<file path="config.mk">
export PLATFORM = sky130hd
export DESIGN_NAME = bfp_growth_detector
export DESIGN_NICKNAME = d
export VERILOG_FILES = /design/src/rtl/bfp_growth_detector.sv
export SDC_FILE = /design/constraint.sdc
export NUM_CORES = 1
export LEC_CHECK = 0
export BUFFER_PORTS_ARGS = -buffer_cell sky130_fd_sc_hd__clkbuf_2
export CORE_MARGIN = 1
export CORE_UTILIZATION = 40
export CTS_CLUSTER_SIZE = 28
export DETAILED_ROUTE_END_ITERATION = 8
export PLACE_DENSITY = 0.69
export SETUP_SLACK_MARGIN = 0.05
export SYNTH_ARGS = -nofsm -noshare
export SYNTH_HDL_FRONTEND = slang
export SYNTH_SLANG_ARGS = --single-unit
export TNS_END_PERCENT = 50
</file>
<file path="constraint.sdc">
create_clock -name clk -period 5.8 [get_ports clk]
set_clock_uncertainty 0.15 [all_clocks]
set_input_delay 0.58 -clock clk [delete_from_list [all_inputs] [get_ports clk]]
set_output_delay 0.58 -clock clk [all_outputs]
set_load 0.01 [all_outputs]
</file>
<file path="src/rtl/bfp_growth_detector.sv">
module bfp_growth_detector #(
  parameter int IN_W    = 16,
  parameter int ACC_W   = 20,
  parameter int FLD_LSB = 15
) (
  input  logic             clk,
  input  logic             rst_n,
  input  logic             acc_ctl,
  input  logic             peak_ctl,
  input  logic [IN_W-1:0]  re_in,
  input  logic [IN_W-1:0]  im_in,
  input  logic [3:0]       mul_re_fld,
  input  logic [3:0]       mul_im_fld,
  output logic [ACC_W-1:0] hold_re,
  output logic [ACC_W-1:0] hold_im,
  output logic [1:0]       growth
);
  localparam int EXT_W = ACC_W - IN_W;

  function automatic logic [1:0] fld_code(input logic [3:0] f);
    logic [1:0] c;
    if (f[2] != f[3])      c = 2'd3;
    else if (f[1] != f[3]) c = 2'd2;
    else if (f[0] != f[3]) c = 2'd1;
    else                   c = 2'd0;
    return c;
  endfunction

  function automatic logic [1:0] max2(input logic [1:0] a, input logic [1:0] b);
    return (a > b) ? a : b;
  endfunction

  logic             acc_q, peak_q;
  logic [ACC_W-1:0] sum_re, sum_im;
  logic [ACC_W-1:0] ext_re, ext_im;
  logic [1:0]       cur;

  assign ext_re = {{EXT_W{re_in[IN_W-1]}}, re_in};
  assign ext_im = {{EXT_W{im_in[IN_W-1]}}, im_in};

  assign cur = max2(max2(fld_code(hold_re[FLD_LSB+3:FLD_LSB]), fld_code(hold_im[FLD_LSB+3:FLD_LSB])),
                    max2(fld_code(mul_re_fld), fld_code(mul_im_fld)));

  always_ff @(posedge clk or negedge rst_n) begin
    if (!rst_n) begin
      acc_q  <= 1'b0;
      peak_q <= 1'b0;
    end else begin
      acc_q  <= acc_ctl;
      peak_q <= peak_ctl;
    end
  end

  always_ff @(posedge clk or negedge rst_n) begin
    if (!rst_n) begin
      sum_re  <= '0;
      sum_im  <= '0;
      hold_re <= '0;
      hold_im <= '0;
    end else if (acc_q) begin
      sum_re <= sum_re + ext_re;
      sum_im <= sum_im + ext_im;
    end else begin
      hold_re <= sum_re;
      hold_im <= sum_im;
      sum_re  <= ext_re;
      sum_im  <= ext_im;
    end
  end

  always_ff @(posedge clk or negedge rst_n) begin
    if (!rst_n)      growth <= 2'd0;
    else if (peak_q) growth <= max2(growth, cur);
    else             growth <= cur;
  end
endmodule


</file>
Word level (Yosys, flattened, before mapping)
Cells that the tools add are included.

word-level totals
  memories kept = 0
  flip-flop bits (word level) = 84
  output and inout port bits = 42
  input bits = 44
  RAM bits = 0
  ROM bits = 0
  logic and storage cells = 45
  latch bits = 0

operators by class
  div/mod/pow operators = 0
  bitwise logic cells = 0
  add/sub/neg operators = 2
  reductions and logical operators = 0
  equality and inequality tests = 13
  shift operators = 0
  multipliers = 0
  mux-type cells = 19
  magnitude comparators = 4

operators by type and width
  operator                              number
  20-bit adder                          2
  20-bit two-way mux                    2
  2-bit two-way mux                     13
  1-bit != test                         12
  2-bit greater-than comparator         4
  1-bit two-way mux                     4
  2-bit != test, second input constant  1

Longest topological paths before layout
Gate-level depths: netlist of the first run.

  depth after elaboration = 11
  mapped depth = 19
  mapped depth without buffers = 19

Least setup slack after synthesis of the first run
Ideal clock, no wire load.

  kind = input port to flip-flop
  start = input mul_re_fld[2]
  end = register growth[0]
  library setup time = 0.133 ns
  buffers on the path = 0
  cell stages on the path = 14
  required time = 5.517 ns
  setup slack = 2.620 ns
  data arrival time = 2.897 ns
  path through = or2_2 > o21ai_0 > ha_1 > o22ai_1 > mux2i_1 > ha_1 > a21oi_1 > nand2_1 > o21a_1 > ha_1 > nand2_1 > o211ai_1 > nand2_1 > o21ai_0

between the ends
  cells in the longest elaborated chain, start to end = 8
  elaborated cells on any way between the ends = 10
  those cells by class = order compare: 3; eq/ne: 2; mux: 5

RTL lines
  item                                                                 line  source
  from (decl)                                                          12    input logic [3:0] mul_re_fld,
  1-bit != test (*)                                                    22    if (f[2] != f[3]) c = 2'd3;
  2-bit two-way mux (*)                                                22
  2-bit greater-than comparator                                        30    return (a > b) ? a : b;
  2-bit two-way mux (*)                                                30
  2-bit greater-than comparator                                        30
  2-bit two-way mux (*)                                                30
  net cur[0]                                                           36    logic [1:0] cur;
  2-bit greater-than comparator or 2-bit two-way mux (tied branches)   30
  2-bit != test (no source line) or 2-bit two-way mux (tied branches)  -
  to (signal assigned)                                                 73    else if (peak_q) growth <= max2(growth, cur);
  to (signal assigned)                                                 74    else growth <= cur;
  to (decl)                                                            16    output logic [1:0] growth

Mark *: on every way through the listed nets, which the timed path passes. The rest lies on a longest branch. The select of a mux whose other input is x is not followed.
A chain may end at the register's enable or synchronous reset.

Worst setup path after layout of the first run
  start = register hold_re[18]
  end = register growth[0]

between the ends
  cells in the longest elaborated chain, start to end = 10
  elaborated cells on any way between the ends = 14
  those cells by class = order compare: 3; eq/ne: 4; mux: 7

RTL lines
  item                                                                 line  source
  from (decl)                                                          14    output logic [ACC_W-1:0] hold_re,
  from (signal assigned)                                               64    hold_re <= sum_re;
  1-bit != test                                                        24    else if (f[0] != f[3]) c = 2'd1;
  1-bit two-way mux                                                    24
  2-bit two-way mux                                                    23    else if (f[1] != f[3]) c = 2'd2;
  2-bit two-way mux (*)                                                22
  2-bit greater-than comparator                                        30
  2-bit two-way mux (*)                                                30
  2-bit greater-than comparator                                        30
  2-bit two-way mux (*)                                                30
  net cur[0]                                                           36
  2-bit greater-than comparator or 2-bit two-way mux (tied branches)   30
  2-bit != test (no source line) or 2-bit two-way mux (tied branches)  -

Marks and branches as above.

==> flow_metrics.tcl, run 1 <==
set metrics [dict create \
    synth-main-ff-cell "dfrtp_1" \
    rr_worst_depth 14 \
    vias_per_cell 5.29 \
    async_flop_share 1.00 \
    synth_area_um2 5310 \
    hpwl_mm 7.63 \
    root_buffer "clkbuf_16" \
    numPortBuffers 85 \
    die_w_um 117 \
    met3_usage 0.0278 \
    clk_latency_ns 0.34 \
    numCtsBuffers 9 \
    reg2reg_to "growth[0]$_DFFE_PN0P_" \
    status "finished, final reports clean" \
    drt_wl_total_mm 10.3 \
    grt_usage 0.163 \
    avgRoutedWirePerCell_um 13.5 \
    r2r_start "hold_re[18]$_DFFE_PN0N_" \
    cts_max_level 3 \
    finalNonFillerCells 764 \
    worst_setup_path_start_kind "register" \
    yosysWarnings 0 \
    startpoint "hold_re[18]$_DFFE_PN0N_" \
    drc 0 \
    rsz0062_at_grt "false" \
    ys_seq_area_frac 0.396 \
    fmax_ghz 0.307 \
    antenna_left 0 \
    gp_congestion 0.807 \
    synth.most_common_cell "dfrtp_1" \
    peakVddDrop_mv 0.233 \
    ys_ff_latch 84 \
    synth_top_cell_by_area "dfrtp_1" \
    grt_max_degree 83 \
    cts_sinks 84 \
    syn_avg_cell_area_um2 10.6 \
    synth_area_leaders "dfrtp_1, mux2_2, ha_1" \
    utilization 0.486 \
    grt_use_met1 0.200 \
    powerDensity_nw_per_um2 529 \
    synth_edf_count 0 \
    dp_slack_ns 2.31 \
    first_global_vias 4052 \
    hold_violations 0 \
    areaGrowthSynthToFinish_pct 16.9 \
    dr.pass1.iters 4 \
    setup_tns_ns 0 \
    relSlewSlack 0.300 \
    reg2reg_slack_ns 2.54 \
    path_clk_slew_ns 0.06 \
    diodes 0 \
    synth_top_area_frac 0.396 \
    vias 4040 \
    crit_path_end_kind "register" \
    drive_above_1_share 0.306 \
    use_met2 0.284 \
    required_ns 5.86 \
    worstPathCellList "or2_2, o21ai_0, ha_1, o22ai_1, mux2i_1, ha_1, a21oi_1, nand2_1, o21a_1, ha_1, nand2_1, o211ai_1, nand2_1, o21ai_0" \
    tightestPinTransition_ns 1.05 \
    timing_worst_setup_path_type "reg -> reg" \
    cts_tree "done" \
    core_area_um2 12800 \
    nNetsFinal 683 \
    cp_max_fo 5 \
    syn_inst 500 \
    die_y_um 117 \
    grt_overflow 0 \
    dp.cells 748 \
    grt_first_pass_wirelength_mm 17.7 \
    crit_end "growth[0]$_DFFE_PN0P_" \
    drtIter0Drc 136 \
    antenna_found_initial 0 \
    setup_ws_ns 2.54 \
    ios 86 \
    setup_violations 0 \
    worst_ep_arrival_time_ns 3.32 \
    clk_path_buf_depth 2 \
    timing.final.crit_period_ns 3.26 \
    die_area_um2 13700 \
    top_usage_layer "met2" \
    ctsResizeCount 0 \
    drv_slew 0 \
    syn_nets 595 \
    synthTopCellsByCount "dfrtp_1, mux2_2, ha_1" \
    ys_types 56 \
    power_leakage_uw 0.00288 \
    cap_violations 0 \
    cp_slowest_stage_delay_ns 0.41 \
    rows 41 \
    cpMaxStageDelayCell "dfrtp_1" \
    hold_class "in -> reg" \
    start_util 0.416 \
    fin_crit_sh 0.562 \
]
==> worst max-delay path, delay by kind of cell, from the launching register on <==
kind	cells	cell delay (ns)
DFF	1	0.41
adders and majority gates	3	0.82
AOI/OAI and AO/OA	6	0.93
and+or+nand+nor	4	0.53
muxes	1	0.27
==> cell families (layout without fill, tap and decap cells) <==
logic type               Yosys count  count (layout)  share of synthesized area
buffers and inverters             33             125                     0.0236
adder cells (fa/ha/maj)           51              51                      0.123
XOR/XNOR                          29              29                     0.0479
flip-flops                        84              84                      0.396
multiplexers                      69              69                      0.145
AO/OA/AOI/OAI                    106             106                      0.134
AND/OR/NAND/NOR                  128             128                      0.131
==> per-stage QoR <==
step                hold WS [ns]  instance area, um^2  total power (uW)
floorplan                  0.134                 5310              2330
global placement           0.218                 5930              2690
detailed placement         0.221                 5930              2760
CTS                        0.190                 6210              3320
global route               0.199                 6210              3590
finish                     0.202                 6210              3280
==> cell type report <==
cell class	count	area, um^2
Clock inverter	2	10.0
Tap cell	172	215
Inverter	22	82.6
Sequential cell	84	2110
Clock buffer	13	260
Fill cell	1181	6570
Multi-Input combinational cell	383	3080
Timing Repair Buffer	88	453
==> where the power goes <==
part / internal, uW / switching (uW) / leakage [uW] / total [uW]
logic: 859 / 885 / 0.00176 / 1740
clock network: 310 / 220 / 0.000135 / 530
registers: 849 / 162 / 0.000983 / 1010
==> layout by cell type, fill, tap and decap left out, types with 3 or more instances in the layout <==
| master | Yosys | layout |
|---|---|---|
| clkbuf_2 | 0 | 84 |
| dfrtp_1 | 84 | 83 |
| mux2_2 | 62 | 62 |
| ha_1 | 49 | 49 |
| nand2_1 | 27 | 27 |
| xnor2_1 | 25 | 25 |
| a21oi_1 | 23 | 23 |
| inv_1 | 22 | 22 |
| nor2_1 | 22 | 22 |
| nor2b_1 | 16 | 16 |
| o21ai_0 | 16 | 16 |
| nand3_1 | 12 | 12 |
| a21o_1 | 12 | 12 |
| nor3_1 | 9 | 9 |
| clkbuf_16 | 0 | 9 |
| o211ai_1 | 8 | 8 |
| mux2i_1 | 7 | 7 |
| nand2b_1 | 6 | 6 |
| a31oi_1 | 6 | 6 |
| o21ai_1 | 6 | 6 |
| and3_1 | 6 | 6 |
| nand4_1 | 5 | 5 |
| a31o_2 | 5 | 5 |
| o22ai_1 | 4 | 4 |
| or3_1 | 4 | 4 |
| o21a_1 | 4 | 4 |
| xor2_1 | 4 | 4 |
| nor4b_1 | 4 | 4 |
| buf_4 | 0 | 3 |
==> flip-flops by register name, summed over array words and instances (netlist names) <==
name,cells
peak_q,1
hold_im,20
acc_q,1
growth,2
sum_im,20
hold_re,20
sum_re,20
==> worst min-delay path by stage <==
| stage | from | end | slack [ns] | cells after the start |
|---|---|---|---|---|
| after detailed placement | rst_n | hold_re[1]$_DFFE_PN0N_ | 0.22 | 1 |
| after global routing | peak_ctl | peak_q$_DFF_PN0_ | 0.20 | 1 |
| after floorplan | rst_n | acc_q$_DFF_PN0_ | 0.13 | 0 |
| final | peak_ctl | peak_q$_DFF_PN0_ | 0.20 | 1 |
| after CTS | acc_ctl | acc_q$_DFF_PN0_ | 0.19 | 1 |
| after global placement | rst_n | hold_re[1]$_DFFE_PN0N_ | 0.22 | 1 |
==> timing repair <==
| item | CTS | global route |
|---|---|---|
| endpoints found under the hold margin | 2 | 0 |
| setup buffers | 0 | 0 |
| hold buffers | 1 | 0 |
==> routing by layer <==
layer / wire [um] / part of all wire
met1: 4880 / 0.47
met2: 4890 / 0.48
met3: 358 / 0.035
met4: 152 / 0.015
met5: 0 / 0
Note: power is estimated with default switching activity, not from simulation.
==> run 2, diff against run 1 <==
--- a/config.mk
+++ b/config.mk
@@ -10,7 +10,7 @@
 export CORE_UTILIZATION = 40
 export CTS_CLUSTER_SIZE = 28
 export DETAILED_ROUTE_END_ITERATION = 8
-export PLACE_DENSITY = 0.69
+export PLACE_DENSITY = 0.71
 export SETUP_SLACK_MARGIN = 0.05
 export SYNTH_ARGS = -nofsm -noshare
 export SYNTH_HDL_FRONTEND = slang
==> constraint.sdc (replaced) <==
create_clock -name clk -period 2.6 [get_ports clk]
set_clock_uncertainty 0.15 [all_clocks]
set_input_delay 0.26 -clock clk [delete_from_list [all_inputs] [get_ports clk]]
set_output_delay 0.26 -clock clk [all_outputs]
set_load 0.01 [all_outputs]
==> run 2 against run 1 <==
Effect of this change:
- the flow now finishes with violations (negative setup slack)
- global-route usage grew 1.7 points
- combinational power grew to 2.8 times the previous value
- power grew to 2.6 times the previous value
- wire length grew 13%
- critical endpoint is now growth[1]$_DFFE_PN0P_
- largest power group unchanged
- highest routed layer unchanged
==> flow_metrics.tcl, run 2 (synthesis results as in run 1) <==
set metrics [dict create \
    grt_overflow 0 \
    hold_violations 0 \
    rows 41 \
    avgRoutedWirePerCell_um 14.5 \
    cts_max_level 3 \
    dp_slack_ns -0.664 \
    clk_path_buf_depth 2 \
    drt_wl_total_mm 11.7 \
    setup_violations 2 \
    cpMaxStageDelayCell "dfrtp_1" \
    worst_hold_slack_ns 0.0152 \
    clk_latency_ns 0.35 \
    first_global_vias 4278 \
    rsz0062_at_grt "true" \
    path_buf_inv 1 \
    core_area_um2 12800 \
    antenna_left 0 \
    violations "negative setup slack" \
    fmax_ghz 0.315 \
    finalNonFillerCells 803 \
    relSlewSlack 0.519 \
    timing_worst_setup_path_type "reg -> reg" \
    crit_path_end_kind "register" \
    ios 86 \
    grt_usage 0.180 \
    r2r_start "hold_re[18]$_DFFE_PN0N_" \
    hold_class "in -> reg" \
    required_ns 2.72 \
    drv_slew 0 \
    cts_sinks 84 \
    drive_above_1_share 0.409 \
    timing.final.crit_period_ns 3.17 \
    worst_ep_arrival_time_ns 3.29 \
    path_clk_slew_ns 0.06 \
    path_delay_family "compound AO/OA/AOI/OAI gates" \
    nNetsFinal 721 \
    final_cell_mix "clkbuf_2, dfrtp_1, mux2_2, ha_1, buf_4" \
    dr.pass1.iters 4 \
    die_w_um 117 \
    grt_max_degree 66 \
    peakVddDrop_mv 0.592 \
    layout_commonest_cell "clkbuf_2" \
    hpwl_mm 8.35 \
    die_area_um2 13700 \
    cp_max_fo 4 \
    drc 0 \
    tightestPinTransition_ns 0.722 \
    grt_first_pass_wirelength_mm 19.3 \
    start_util 0.416 \
    fin_crit_sh 1.22 \
    min_from "im_in[6]" \
    cap_violations 0 \
    setup_ws_ns -0.572 \
    root_buffer "clkbuf_16" \
    startpoint "hold_re[18]$_DFFE_PN0N_" \
    antenna_found_initial 0 \
    vias_per_cell 5.23 \
    setup_tns_ns -1.14 \
    status "complete, but fails checks" \
    gp_congestion 0.822 \
    die_y_um 117 \
    cp_slowest_stage_delay_ns 0.40 \
    worstPathCellList "or2_4, o21a_1, inv_1, ha_1, nor2_4, o22ai_4, mux2i_2, ha_1, a21oi_2, nand2_1, o21a_1, ha_2, nand2_2, o211ai_1, nor2_1, a21oi_1" \
    powerDensity_nw_per_um2 1250 \
    dp.cells 772 \
    vias 4203 \
    worst_setup_path_start_kind "register" \
    cts_tree "done" \
    areaGrowthSynthToFinish_pct 29.2 \
    numCtsBuffers 9 \
    numPortBuffers 85 \
    power_leakage_uw 0.00312 \
    diodes 0 \
    drtIter0Drc 111 \
]
run 2: cell type report:
class | instances | area, um^2
clock inverter | 4 | 70.1
inverter | 22 | 82.6
sequential | 84 | 2110
fill | 1100 | 5920
multi-input combinational | 383 | 3350
tap | 172 | 215
timing repair buffer | 126 | 763
clock buffer | 12 | 267
run 2: where the power goes:
part / leakage, uW / internal [uW] / switching, uW / total (uW)
Clock: 0.000169 / 916 / 518 / 1430
Sequential: 0.000983 / 1890 / 382 / 2280
Combinational: 0.00196 / 2500 / 2340 / 4840
run 2: timing repair:
action                                  4_1_cts  5_1_grt
endpoints found under the setup margin        7       14
resized for setup                            15       35
endpoints found under the hold margin        48        0
pin swaps                                    20       26
hold buffers                                  3        0
buffers inserted                              9        5
run 2: worst paths after layout:
check / end / slack (ns) / cells past startpoint
max: growth[1]$_DFFE_PN0P_ / -0.57 / 16
min: sum_im[6]$_DFF_PN0_ / 0.02 / 2
max reg2reg: growth[1]$_DFFE_PN0P_ / -0.57 / 16
min reg2reg: hold_re[1]$_DFFE_PN0N_ / 0.33 / 2
max in group asynchronous: sum_im[10]$_DFF_PN0_ / 1.31 / 3
min in group asynchronous: sum_re[2]$_DFF_PN0_ / 0.34 / 2
run 2: routing by layer:
layer / part of all wire / wire length, um / global-route usage / vias to the layer above
li1: - / - / - / 2092
met1: 0.45 / 5250 / 0.213 / 2035
met2: 0.51 / 5900 / 0.318 / 62
met3: 0.025 / 296 / 0.0294 / 14
met4: 0.018 / 209 / 0.0835 / 0
met5: 0 / 0 / 0 / -
run 2: metrics by stage:
step	power, uW	instance area (um^2)	utilization
after floorplan	5300	5340	-
after global placement	6290	6150	0.482
after detailed placement	6500	6150	0.482
after CTS	8270	6650	0.520
after global routing	9210	6860	0.537
final	8550	6860	0.537
